`config.mk`:
```
export PLATFORM = sky130hd
export DESIGN_NAME = lpic_top
export DESIGN_NICKNAME = d
export VERILOG_FILES = /design/src/rtl/lpic_pkg.sv /design/src/rtl/lpic_cfg_bank.sv /design/src/rtl/lpic_arbiter.sv /design/src/rtl/lpic_ack_unit.sv /design/src/rtl/lpic_top.sv
export SDC_FILE = /design/constraint.sdc
export NUM_CORES = 2
export LEC_CHECK = 0
export ABC_AREA = 1
export BUFFER_PORTS_ARGS = -buffer_cell sky130_fd_sc_hd__buf_2
export CORE_UTILIZATION = 60
export CTS_CLUSTER_DIAMETER = 40
export DETAILED_ROUTE_END_ITERATION = 12
export HOLD_SLACK_MARGIN = 0.06
export PLACE_DENSITY = 0.77
export SLEW_MARGIN = 20
export SYNTH_ARGS = -nofsm -noshare
export SYNTH_HDL_FRONTEND = slang
export SYNTH_SLANG_ARGS = --single-unit
```
`constraint.sdc`:
```
create_clock -name clk -period 113.1 [get_ports clk]
set_input_delay 5.655 -clock clk [delete_from_list [all_inputs] [get_ports clk]]
set_output_delay 5.655 -clock clk [all_outputs]
set_load 0.01 [all_outputs]
```
`src/rtl/lpic_pkg.sv`:
```
package lpic_pkg;
  localparam int LVL_W  = 3;
  localparam int PRI_W  = 3;
  localparam int SLOT_W = PRI_W + 1;
  localparam int RANK_W = LVL_W + SLOT_W;
  localparam int CFG_W  = LVL_W + PRI_W;
  localparam int VEC_W  = 8;
  localparam logic [LVL_W-1:0] TOP_LVL = '1;
  localparam logic [PRI_W-1:0] MID_AFTER = 3'd4;

  // Map a programmed priority onto the slot scale, leaving room for the mid-point.
  function automatic logic [SLOT_W-1:0] slot_of(input logic [PRI_W-1:0] p);
    logic [SLOT_W-1:0] s;
    s = {1'b0, p};
    if (p >= MID_AFTER) s = s + 1'b1;
    return s;
  endfunction

  function automatic logic [SLOT_W-1:0] mid_slot();
    return {1'b0, MID_AFTER};
  endfunction

  function automatic logic [RANK_W-1:0] rank_of(input logic [LVL_W-1:0] l,
                                                input logic [SLOT_W-1:0] s);
    return {l, s};
  endfunction

  function automatic logic [VEC_W-1:0] vec_of(input int unsigned base,
                                              input int unsigned idx);
    return VEC_W'(base + idx);
  endfunction
endpackage

```
`src/rtl/lpic_cfg_bank.sv`:
```
module lpic_cfg_bank
  import lpic_pkg::*;
#(
  parameter int NSRC   = 64,
  parameter int NFIXED = 8,
  localparam int IDX_W = $clog2(NSRC)
) (
  input  logic                          clk,
  input  logic                          rst_n,
  input  logic                          wr_en,
  input  logic                          wr_mask,
  input  logic [IDX_W-1:0]              wr_addr,
  input  logic [CFG_W-1:0]              wr_data,
  output logic [NSRC-1:0][LVL_W-1:0]    src_lvl,
  output logic [NSRC-1:0][SLOT_W-1:0]   src_slot,
  output logic [NSRC-1:0]               src_msk
);
  for (genvar i = 0; i < NSRC; i++) begin : g_src
    logic hit;
    assign hit = wr_en && (wr_addr == IDX_W'(i));

    if (i == 0) begin : g_none
      assign src_lvl[i]  = '0;
      assign src_slot[i] = '0;
      assign src_msk[i]  = 1'b1;
    end else begin : g_real
      logic msk_q;
      always_ff @(posedge clk) begin
        if (!rst_n)              msk_q <= 1'b1;
        else if (hit && wr_mask) msk_q <= wr_data[0];
      end
      assign src_msk[i] = msk_q;

      // a mask write lands in the addressed bit on the next clock
      a_r3_mask_write: assert property (@(posedge clk) disable iff (!rst_n)
        (hit && wr_mask) |=> (src_msk[i] == $past(wr_data[0])));

      if (i < NFIXED) begin : g_fixed
        assign src_lvl[i]  = LVL_W'(i);
        assign src_slot[i] = mid_slot();
      end else begin : g_prog
        logic [LVL_W-1:0] lvl_q;
        logic [PRI_W-1:0] pri_q;
        always_ff @(posedge clk) begin
          if (!rst_n) begin
            lvl_q <= '0;
            pri_q <= '0;
          end else if (hit && !wr_mask) begin
            lvl_q <= wr_data[CFG_W-1:PRI_W];
            pri_q <= wr_data[PRI_W-1:0];
          end
        end
        assign src_lvl[i]  = lvl_q;
        assign src_slot[i] = slot_of(pri_q);
      end
    end
  end
endmodule

```
`src/rtl/lpic_arbiter.sv`:
```
module lpic_arbiter
  import lpic_pkg::*;
#(
  parameter int NSRC = 64,
  localparam int IDX_W = $clog2(NSRC)
) (
  input  logic                        clk,
  input  logic                        rst_n,
  input  logic [NSRC-1:0]             elig,
  input  logic [NSRC-1:0][RANK_W-1:0] rank,
  output logic                        win_valid,
  output logic [IDX_W-1:0]            win_idx,
  output logic [RANK_W-1:0]           win_rank
);
  // Ascending scan with strict comparison: equal ranks keep the lower index.
  always_comb begin
    win_valid = 1'b0;
    win_idx   = '0;
    win_rank  = '0;
    for (int i = 0; i < NSRC; i++) begin
      if (elig[i] && (!win_valid || rank[i] > win_rank)) begin
        win_valid = 1'b1;
        win_idx   = IDX_W'(i);
        win_rank  = rank[i];
      end
    end
  end

  // the reported winner is one of the requesters
  a_r5_winner_eligible: assert property (@(posedge clk) disable iff (!rst_n)
    win_valid |-> elig[win_idx]);
  // no requester exists when the arbiter reports none
  a_r4_valid_iff_any: assert property (@(posedge clk) disable iff (!rst_n)
    win_valid == (|elig));
endmodule

```
`src/rtl/lpic_ack_unit.sv`:
```
module lpic_ack_unit
  import lpic_pkg::*;
#(
  parameter int NSRC     = 64,
  parameter int VEC_BASE = 64,
  parameter int VEC_SPUR = 24,
  localparam int IDX_W = $clog2(NSRC)
) (
  input  logic              clk,
  input  logic              rst_n,
  input  logic              iack_valid,
  input  logic [LVL_W-1:0]  iack_level,
  input  logic              hit_valid,
  input  logic [IDX_W-1:0]  hit_idx,
  output logic              ack_done,
  output logic [VEC_W-1:0]  ack_vector,
  output logic [LVL_W-1:0]  ack_level
);
  always_ff @(posedge clk) begin
    if (!rst_n) begin
      ack_done   <= 1'b0;
      ack_vector <= '0;
      ack_level  <= '0;
    end else begin
      ack_done <= iack_valid;
      if (iack_valid) begin
        ack_level  <= iack_level;
        ack_vector <= hit_valid ? vec_of(VEC_BASE, hit_idx) : VEC_W'(VEC_SPUR);
      end
    end
  end

  // every acknowledge is answered in the following cycle
  a_r8_answer_next: assert property (@(posedge clk) disable iff (!rst_n)
    iack_valid |=> (ack_done && ack_level == $past(iack_level)));
  // a returned vector is either spurious or inside the source window
  a_r9_vector_range: assert property (@(posedge clk) disable iff (!rst_n)
    ack_done |-> (ack_vector == VEC_W'(VEC_SPUR) ||
                  (ack_vector >= VEC_W'(VEC_BASE) && ack_vector < VEC_W'(VEC_BASE + NSRC))));
endmodule

```
`src/rtl/lpic_top.sv`:
```
module lpic_top
  import lpic_pkg::*;
#(
  parameter int NSRC     = 64,
  parameter int NFIXED   = 8,
  parameter int VEC_BASE = 64,
  parameter int VEC_SPUR = 24,
  localparam int IDX_W = $clog2(NSRC)
) (
  input  logic              clk,
  input  logic              rst_n,
  input  logic [NSRC-1:0]   irq_req,
  input  logic [LVL_W-1:0]  cpu_mask,
  input  logic              wr_en,
  input  logic              wr_mask,
  input  logic [IDX_W-1:0]  wr_addr,
  input  logic [CFG_W-1:0]  wr_data,
  input  logic              iack_valid,
  input  logic [LVL_W-1:0]  iack_level,
  output logic [LVL_W-1:0]  irq_level,
  output logic              ack_done,
  output logic [VEC_W-1:0]  ack_vector,
  output logic [LVL_W-1:0]  ack_level
);
  logic [NSRC-1:0][LVL_W-1:0]  src_lvl;
  logic [NSRC-1:0][SLOT_W-1:0] src_slot;
  logic [NSRC-1:0]             src_msk;
  logic [NSRC-1:0][RANK_W-1:0] src_rank;
  logic [NSRC-1:0]             live;
  logic [NSRC-1:0]             fwd_elig;
  logic [NSRC-1:0]             ack_elig;

  lpic_cfg_bank #(.NSRC(NSRC), .NFIXED(NFIXED)) u_cfg (
    .clk(clk), .rst_n(rst_n), .wr_en(wr_en), .wr_mask(wr_mask),
    .wr_addr(wr_addr), .wr_data(wr_data),
    .src_lvl(src_lvl), .src_slot(src_slot), .src_msk(src_msk)
  );

  for (genvar i = 0; i < NSRC; i++) begin : g_elig
    assign src_rank[i] = rank_of(src_lvl[i], src_slot[i]);
    assign live[i]     = irq_req[i] && !src_msk[i] && (src_lvl[i] != '0);
    assign fwd_elig[i] = live[i] && ((src_lvl[i] > cpu_mask) || (src_lvl[i] == TOP_LVL));
    assign ack_elig[i] = live[i] && (src_lvl[i] == iack_level);
  end

  logic                fwd_valid;
  logic [IDX_W-1:0]    fwd_idx;
  logic [RANK_W-1:0]   fwd_rank;
  logic                hit_valid;
  logic [IDX_W-1:0]    hit_idx;
  logic [RANK_W-1:0]   hit_rank;

  lpic_arbiter #(.NSRC(NSRC)) u_fwd_arb (
    .clk(clk), .rst_n(rst_n), .elig(fwd_elig), .rank(src_rank),
    .win_valid(fwd_valid), .win_idx(fwd_idx), .win_rank(fwd_rank)
  );

  lpic_arbiter #(.NSRC(NSRC)) u_ack_arb (
    .clk(clk), .rst_n(rst_n), .elig(ack_elig), .rank(src_rank),
    .win_valid(hit_valid), .win_idx(hit_idx), .win_rank(hit_rank)
  );

  logic [LVL_W-1:0] fwd_lvl;
  assign fwd_lvl = fwd_valid ? fwd_rank[RANK_W-1:SLOT_W] : '0;

  always_ff @(posedge clk) begin
    if (!rst_n) irq_level <= '0;
    else        irq_level <= fwd_lvl;
  end

  lpic_ack_unit #(.NSRC(NSRC), .VEC_BASE(VEC_BASE), .VEC_SPUR(VEC_SPUR)) u_ack (
    .clk(clk), .rst_n(rst_n), .iack_valid(iack_valid), .iack_level(iack_level),
    .hit_valid(hit_valid), .hit_idx(hit_idx),
    .ack_done(ack_done), .ack_vector(ack_vector), .ack_level(ack_level)
  );

  // a presented level is above the core mask, or is the top level
  a_r6_level_gate: assert property (@(posedge clk) disable iff (!rst_n)
    (irq_level != '0) |-> (irq_level == TOP_LVL || irq_level > $past(cpu_mask)));
  // the acknowledge winner sits on the acknowledged level
  a_r8_hit_on_level: assert property (@(posedge clk) disable iff (!rst_n)
    (iack_valid && hit_valid) |-> (hit_rank[RANK_W-1:SLOT_W] == iack_level));
  // an acknowledge alone does not change the presented level
  a_r10_ack_keeps_level: assert property (@(posedge clk) disable iff (!rst_n)
    (iack_valid && $stable(irq_req) && $stable(cpu_mask) && !wr_en &&
     $past(!wr_en) && $past(iack_valid)) |=> $stable(irq_level));
endmodule

```
---- After elaboration in Yosys (flattened, before gate mapping) ----
Index checks and enable logic that the tools add are counted.
W data, S select, Z words.
cells by class
  equality and inequality tests ........... 182
  reductions and logical operators ........ 975
  multiplexer cells ....................... 371
  $lt $le $gt $ge ......................... 242
  $add $sub $neg .......................... 57
operator list
  operator               number
  $mux W7                119
  $gt A7 B7 Y1           112
  $logic_and A1 B1 Y1    550
  $mux W4                64
  $add A3 B1 Y4 const B  56
  $mux W6                36
  $eq A6 B6 Y1 const B   32
  $logic_not A1 Y1       188
  $logic_or A1 B1 Y1     180
  $eq A3 B3 Y1           56
  $eq A3 B3 Y1 const B   56
  $ge A3 B3 Y1 const B   56
  $gt A3 B3 Y1           56
  $reduce_bool A3 Y1     56
  $mux W1                127
  $eq A6 B5 Y1 const B   16
  $mux W5                18
  $eq A6 B4 Y1 const B   8
  $gt A7 B7 Y1 const A   6
  $eq A6 B3 Y1 const B   4
  $gt A7 B6 Y1 const A   2
  $eq A3 B3 Y1 const A   4
  $eq A6 B2 Y1 const B   2
  $gt A6 B5 Y1 const A   2
  12 further kinds       21
storage, ports and cells
  logic and storage cells ................. 2006
  output and inout port bits .............. 15
  register bits ........................... 414

---- Logic depth before layout (Yosys ltp) ----
  depth in word-level cells ............... 254
  mapped depth ............................ 685
  mapped depth without buffers ............ 632

---- Modules after synthesis ----
From an unflattened synthesis, not the netlist that was laid out.
unflattened totals
  cells, all modules ...................... 11513
  area total of the unflattened synthesis .. 69058.7 µm²
by module, submodules not included
  module         cells an instance  instances  area each (µm²)  sequential area each (µm²)
  lpic_arbiter   3463               2          19386.1          0.0
  lpic_cfg_bank  3190               1          21154.0          7987.7
  lpic_top       1349               1          8748.4           60.1
  lpic_ack_unit  48                 1          384.1            220.2

---- Least setup slack after synthesis ----
Ideal clock, no wire load.
  path type ............................... input to register
  start point ............................. in iack_level[0]
  end point ............................... reg u_ack.ack_vector[1]
  setup slack ............................. 30.659 ns
  library setup time ...................... 0.128 ns
  arrival ................................. 82.313 ns
  path buffers ............................ 56
  required time ........................... 112.972 ns
  cell stages on the path ................. 574
  path through ............................ clkbuf_1 clkinv_1 nor2_1 nand3_1 o211ai_1 inv_1 ha_1 nand2_1 nor2_1 nand3_1 o21ai_0 nand2_1 nand2_1 clkbuf_1 inv_1 or2_2 o21a_1 ha_1 (+538 left out) ha_1 a21oi_1 o21ai_0 o22ai_1 nand2_1 nand2_1 clkbuf_1 o21ai_0 ha_1 a21oi_1 o21ai_0 o22ai_1 nand2_1 nand2_1 nand2_1 a21oi_1 o21a_1 nor2_1
on the way
  word-level cells in the longest chain between the ends .. 253
  elaborated cells on any way between the ends .. 564
  classes of those cells .................. add/sub (1); order compare (62); eq/ne (63); mux (189); reduce/logical (249)
RTL lines
  what                                              line                 source
  start, declared                                   lpic_top.sv:19       input logic [LVL_W-1:0] iack_level,
  $eq A1 B3 Y1                                      lpic_top.sv:43       assign ack_elig[i] = live[i] && (src_lvl[i] == iack_level);
  $logic_and A1 B1 Y1                               lpic_top.sv:43
  $mux W5 or $mux W1 (tied branches)                lpic_arbiter.sv:21   if (elig[i] && (!win_valid || rank[i] > win_rank)) begin
  $gt A6 B5 Y1 or $logic_not A1 Y1 (tied branches)  lpic_arbiter.sv:21
  $logic_or A1 B1 Y1                                lpic_arbiter.sv:21
  $logic_and A1 B1 Y1                               lpic_arbiter.sv:21
  $mux W6 or $mux W1 (tied branches)                lpic_arbiter.sv:21
  $gt A6 B6 Y1 or $logic_not A1 Y1 (tied branches)  lpic_arbiter.sv:21
  (+237 left out)                                   n/a
  $logic_and A1 B1 Y1                               lpic_arbiter.sv:21
  $mux W7 or $mux W1 (tied branches)                lpic_arbiter.sv:21
  $gt A7 B7 Y1 or $logic_not A1 Y1 (tied branches)  lpic_arbiter.sv:21
  $logic_or A1 B1 Y1                                lpic_arbiter.sv:21
  $logic_and A1 B1 Y1                               lpic_arbiter.sv:21
  $mux W6                                           lpic_arbiter.sv:21
  $add A7 B6 Y8                                     lpic_pkg.sv:30       return VEC_W'(base + idx);
  $mux W8 (*)                                       lpic_ack_unit.sv:28  ack_vector <= hit_valid ? vec_of(VEC_BASE, hit_idx) : VEC_W'(VEC_SPUR);
  end signal, assigned                              lpic_ack_unit.sv:28
  end, declared                                     lpic_ack_unit.sv:16  output logic [VEC_W-1:0] ack_vector,
Every way passes the cells marked *; elsewhere a longest branch is shown, timed or not.
A chain may end at the register's enable or synchronous reset.

---- Final worst setup path ----
  start point ............................. in iack_level[1]
  end point ............................... reg u_ack.ack_vector[1]
Same word-level chain as after synthesis.

==> qor.csv <==
stage;metric;value;unit
outcome;status;complete, no violations;
floorplan;total core area;85800;um^2
clock_tree;cts-stage hold buffer count;0;
timing;Final Cycle Share;0.856;
worst_setup_path;Setup crit end;u_ack.ack_vector[1];
timing;Min Hold Slack;0.460;ns
worst_setup_path;Crit path top cell by count;o21ai_0;
logic_synthesis;post-synth top area share;0.240;
clock_tree;CTS Sinks;413;
timing;setup TNS;0;ns
grt;initial antenna violation count;7;
route;Via density;6.13;
pwr;Leak Pwr;28.7;nW
floorplan;die area;88400;um^2
floorplan;Die Ht;297;um
layout;fin area;56200;um^2
worst_setup_path;worst reg2reg setup slack;21.84;ns
logic_synthesis;post-synth cell types;59;
layout;commonest non-fill, non-tap cell in the layout;nand2_1;
logic_synthesis;top cells by area, synth;ha_1, dfxtp_1, o21ai_0;
logic_synthesis;Syn Area/Cell;6.62;um^2
worst_setup_path;CP Class;input port to flip-flop;
route;1st-pass router iterations;8;
placed_design;hpwl dp;123000;um
worst_setup_path;CP Data Required Time;113.66;ns
worst_setup_path;critical path's slowest cell;o21ai_1;
placed_design;GPL Wtd Cong;0.986;
logic_synthesis;Mapped Nets;8989;
logic_synthesis;register area share after synthesis;0.158;
run;# Max-Cap Violations;0;
logic_synthesis;Yosys reg bits;413;
logic_synthesis;Most used DFF post-synth;dfxtp_1;
timing;final period demand of the worst path;96.77;ns
worst_setup_path;Critical Path Stages;479;
min_path;Hold WC Path Type;flip-flop to flip-flop;
worst_setup_path;Crit Reg-Reg Startpoint;u_cfg.g_src[7].g_real.msk_q;
worst_setup_path;crit path buf inv count;12;
clock_tree;CTS H-tree depth;3;
clock_tree;root buf cell;clkbuf_16;
grt;first-pass GRT wire length;265000;um
logic_synthesis;Synth Warn #;0;
grt;GRT overflow;0;
clock_tree;CTS tree;done;
grt;largest net degree at the start of global routing;114;
floorplan;Starting Density;0.610;
clock_tree;Post-CTS Resized;0;
floorplan;FP Rows;107;
timing;final-report hold violation count;0;
logic_synthesis;Post-synth ARST share;0;
timing;Fmax;0.0103;GHz
pwr;Pwr per Cell Area;8.06;nW/um^2
pwr;Peak VDD IR;0.0000118;V
placed_design;Placed Instances;8881;
logic_synthesis;Synth area leader;ha_1;
worst_setup_path;critical path endpoint category;flip-flop;
clock_tree;post-CTS setup repair buffer count;0;
worst_setup_path;critical path's largest stage delay;0.80;ns
timing;Max Slew Vio Count;0;
layout;most frequent cells in the layout;nand2_1, o21ai_0, ha_1, a21oi_1, inv_1;
floorplan;Die W;297;um
route;drt wl/cell;18.5;um
logic_synthesis;Cells after Synth;7897;
worst_setup_path;critical path arrival;97.32;ns
route;drt total wl;167000;um
worst_setup_path;critical path startpoint category;input port;
route;DRT iter0 DRCs;4877;
timing;Worst Tran Pin Value;1.22;ns
route;DR DRC count;0;
grt;All-Layer GR Usage;0.365;
layout;nets@finish;8917;
clock_tree;later-pin clock latency in the skew report;0.67;ns
logic_synthesis;number of synthesized flops with an enable pin;0;
placed_design;Post-DP Area;53100;um^2
timing;RSZ-0062 raised after global routing;false;
layout;area grow syn2layout;7.34;%
clock_tree;CTS Buf Count;86;
placed_design;PortBufs;99;
layout;fin cells;9039;
worst_setup_path;worst r2r path cells;477;
timing;Fin Clk Skew;0.0308;ns
floorplan;I/O Pins;102;
worst_setup_path;critical path's top delay family;compound AO/OA/AOI/OAI gates;
timing;# setup viols final;0;
worst_setup_path;Reg-to-Reg End;u_ack.ack_vector[1];
route;Final ANT Viol Nets;0;
worst_setup_path;Max FO, Critical Path;34;
route;Vias;55369;
clock_tree;clock-pin slew on the worst setup and hold paths;0.06;ns
worst_setup_path;CP startpoint;iack_level[1];
layout;layout cells sized above 1;0.0770;
logic_synthesis;Synth Cell Area;52300;um^2
clock_tree;CTS Buffer Depth;3;
timing;Worst slew margin;0.188;
grt;vias in the first global route;51352;
[power breakdown]
part           switching (mW)  internal, mW
combinational          0.0288        0.0119
clock                  0.0979         0.166
sequential           0.000987         0.146
total                   0.128         0.325
[routing by layer]
layer  global-route usage  part of all wire  wire length [um]  vias to the layer above
met1                0.465              0.43             71000                    25244
li1                     -                 -                 -                    27576
met2                0.600              0.44             74300                     2066
met3               0.0552             0.080             13400                      475
met4                0.176             0.050              8330                        8
met5                    0           0.00035                59                        -
[area by class of cell]
type                    count  area, um^2
fillers                  7820       29700
well taps                1144        1430
flip-flops and latches    413        8270
clock inverters            60         714
inverters                 655        2470
clock buffers              97        2280
repair buffers            146         870
multi-input cells        6523       40100
diodes                      1        2.50
[sequential cells by signal, indices dropped and copies added (netlist names)]
name,cells
u_ack.ack_vector,7
u_ack.ack_level,3
u_cfg.g_src.g_real.msk_q,63
irq_level,3
u_cfg.g_src.g_real.g_prog.pri_q,168
u_ack.ack_done,1
u_cfg.g_src.g_real.g_prog.lvl_q,168
[how the worst min path moves through the flow]
| stage | startpoint | cells past startpoint | to |
|---|---|---|---|
| after floorplan | u_cfg.g_src[17].g_real.msk_q | 2 | u_cfg.g_src[17].g_real.msk_q |
| after global placement | u_cfg.g_src[18].g_real.msk_q | 2 | u_cfg.g_src[18].g_real.msk_q |
| after detailed placement | u_ack.ack_vector[0] | 2 | u_ack.ack_vector[0] |
| after CTS | u_ack.ack_vector[0] | 2 | u_ack.ack_vector[0] |
| after global routing | u_ack.ack_vector[2] | 2 | u_ack.ack_vector[2] |
| final | u_ack.ack_vector[0] | 2 | u_ack.ack_vector[0] |
[cells by family (layout without fill, tap and decap cells)]
family,Yosys count,in the layout,share of synthesized area
AOI/OAI and AO/OA,2394,2394,0.242
DFF,413,413,0.158
buffers and inverters,961,958,0.0758
other,1,2,0.0000717
xor gates and xnor gates,126,126,0.0211
and+or+nand+nor,2997,2997,0.263
adders and majority gates,1005,1005,0.240
[through the flow]
step	worst slack, ns	util	power [mW]
4_1_cts	18.31	0.654	0.453
6_report	16.33	0.654	0.452
3_3_place_gp	19.84	0.619	0.188
5_1_grt	6.45	0.654	0.464
2_1_floorplan	30.66	-	0.174
3_5_place_dp	17.89	0.619	0.190
[synth_stat cells, drive strengths merged (63+ instances only)]
cell,instances
inv,651
buf,79
nor4,63
nand4,119
ha,1005
nand3b,74
o21ai,1371
nand3,495
a21oi,748
nand2,1772
dfxtp,413
nor3,111
nor2,201
o22ai,108
xor2,70
clkbuf,223
or2,103
[worst min-delay path, cell delays in order (launching register included)]
cell     delay, ns
dfxtp_1       0.30
nand2_1       0.06
a21oi_1       0.05
Note: power is estimated with default switching activity, not from simulation.
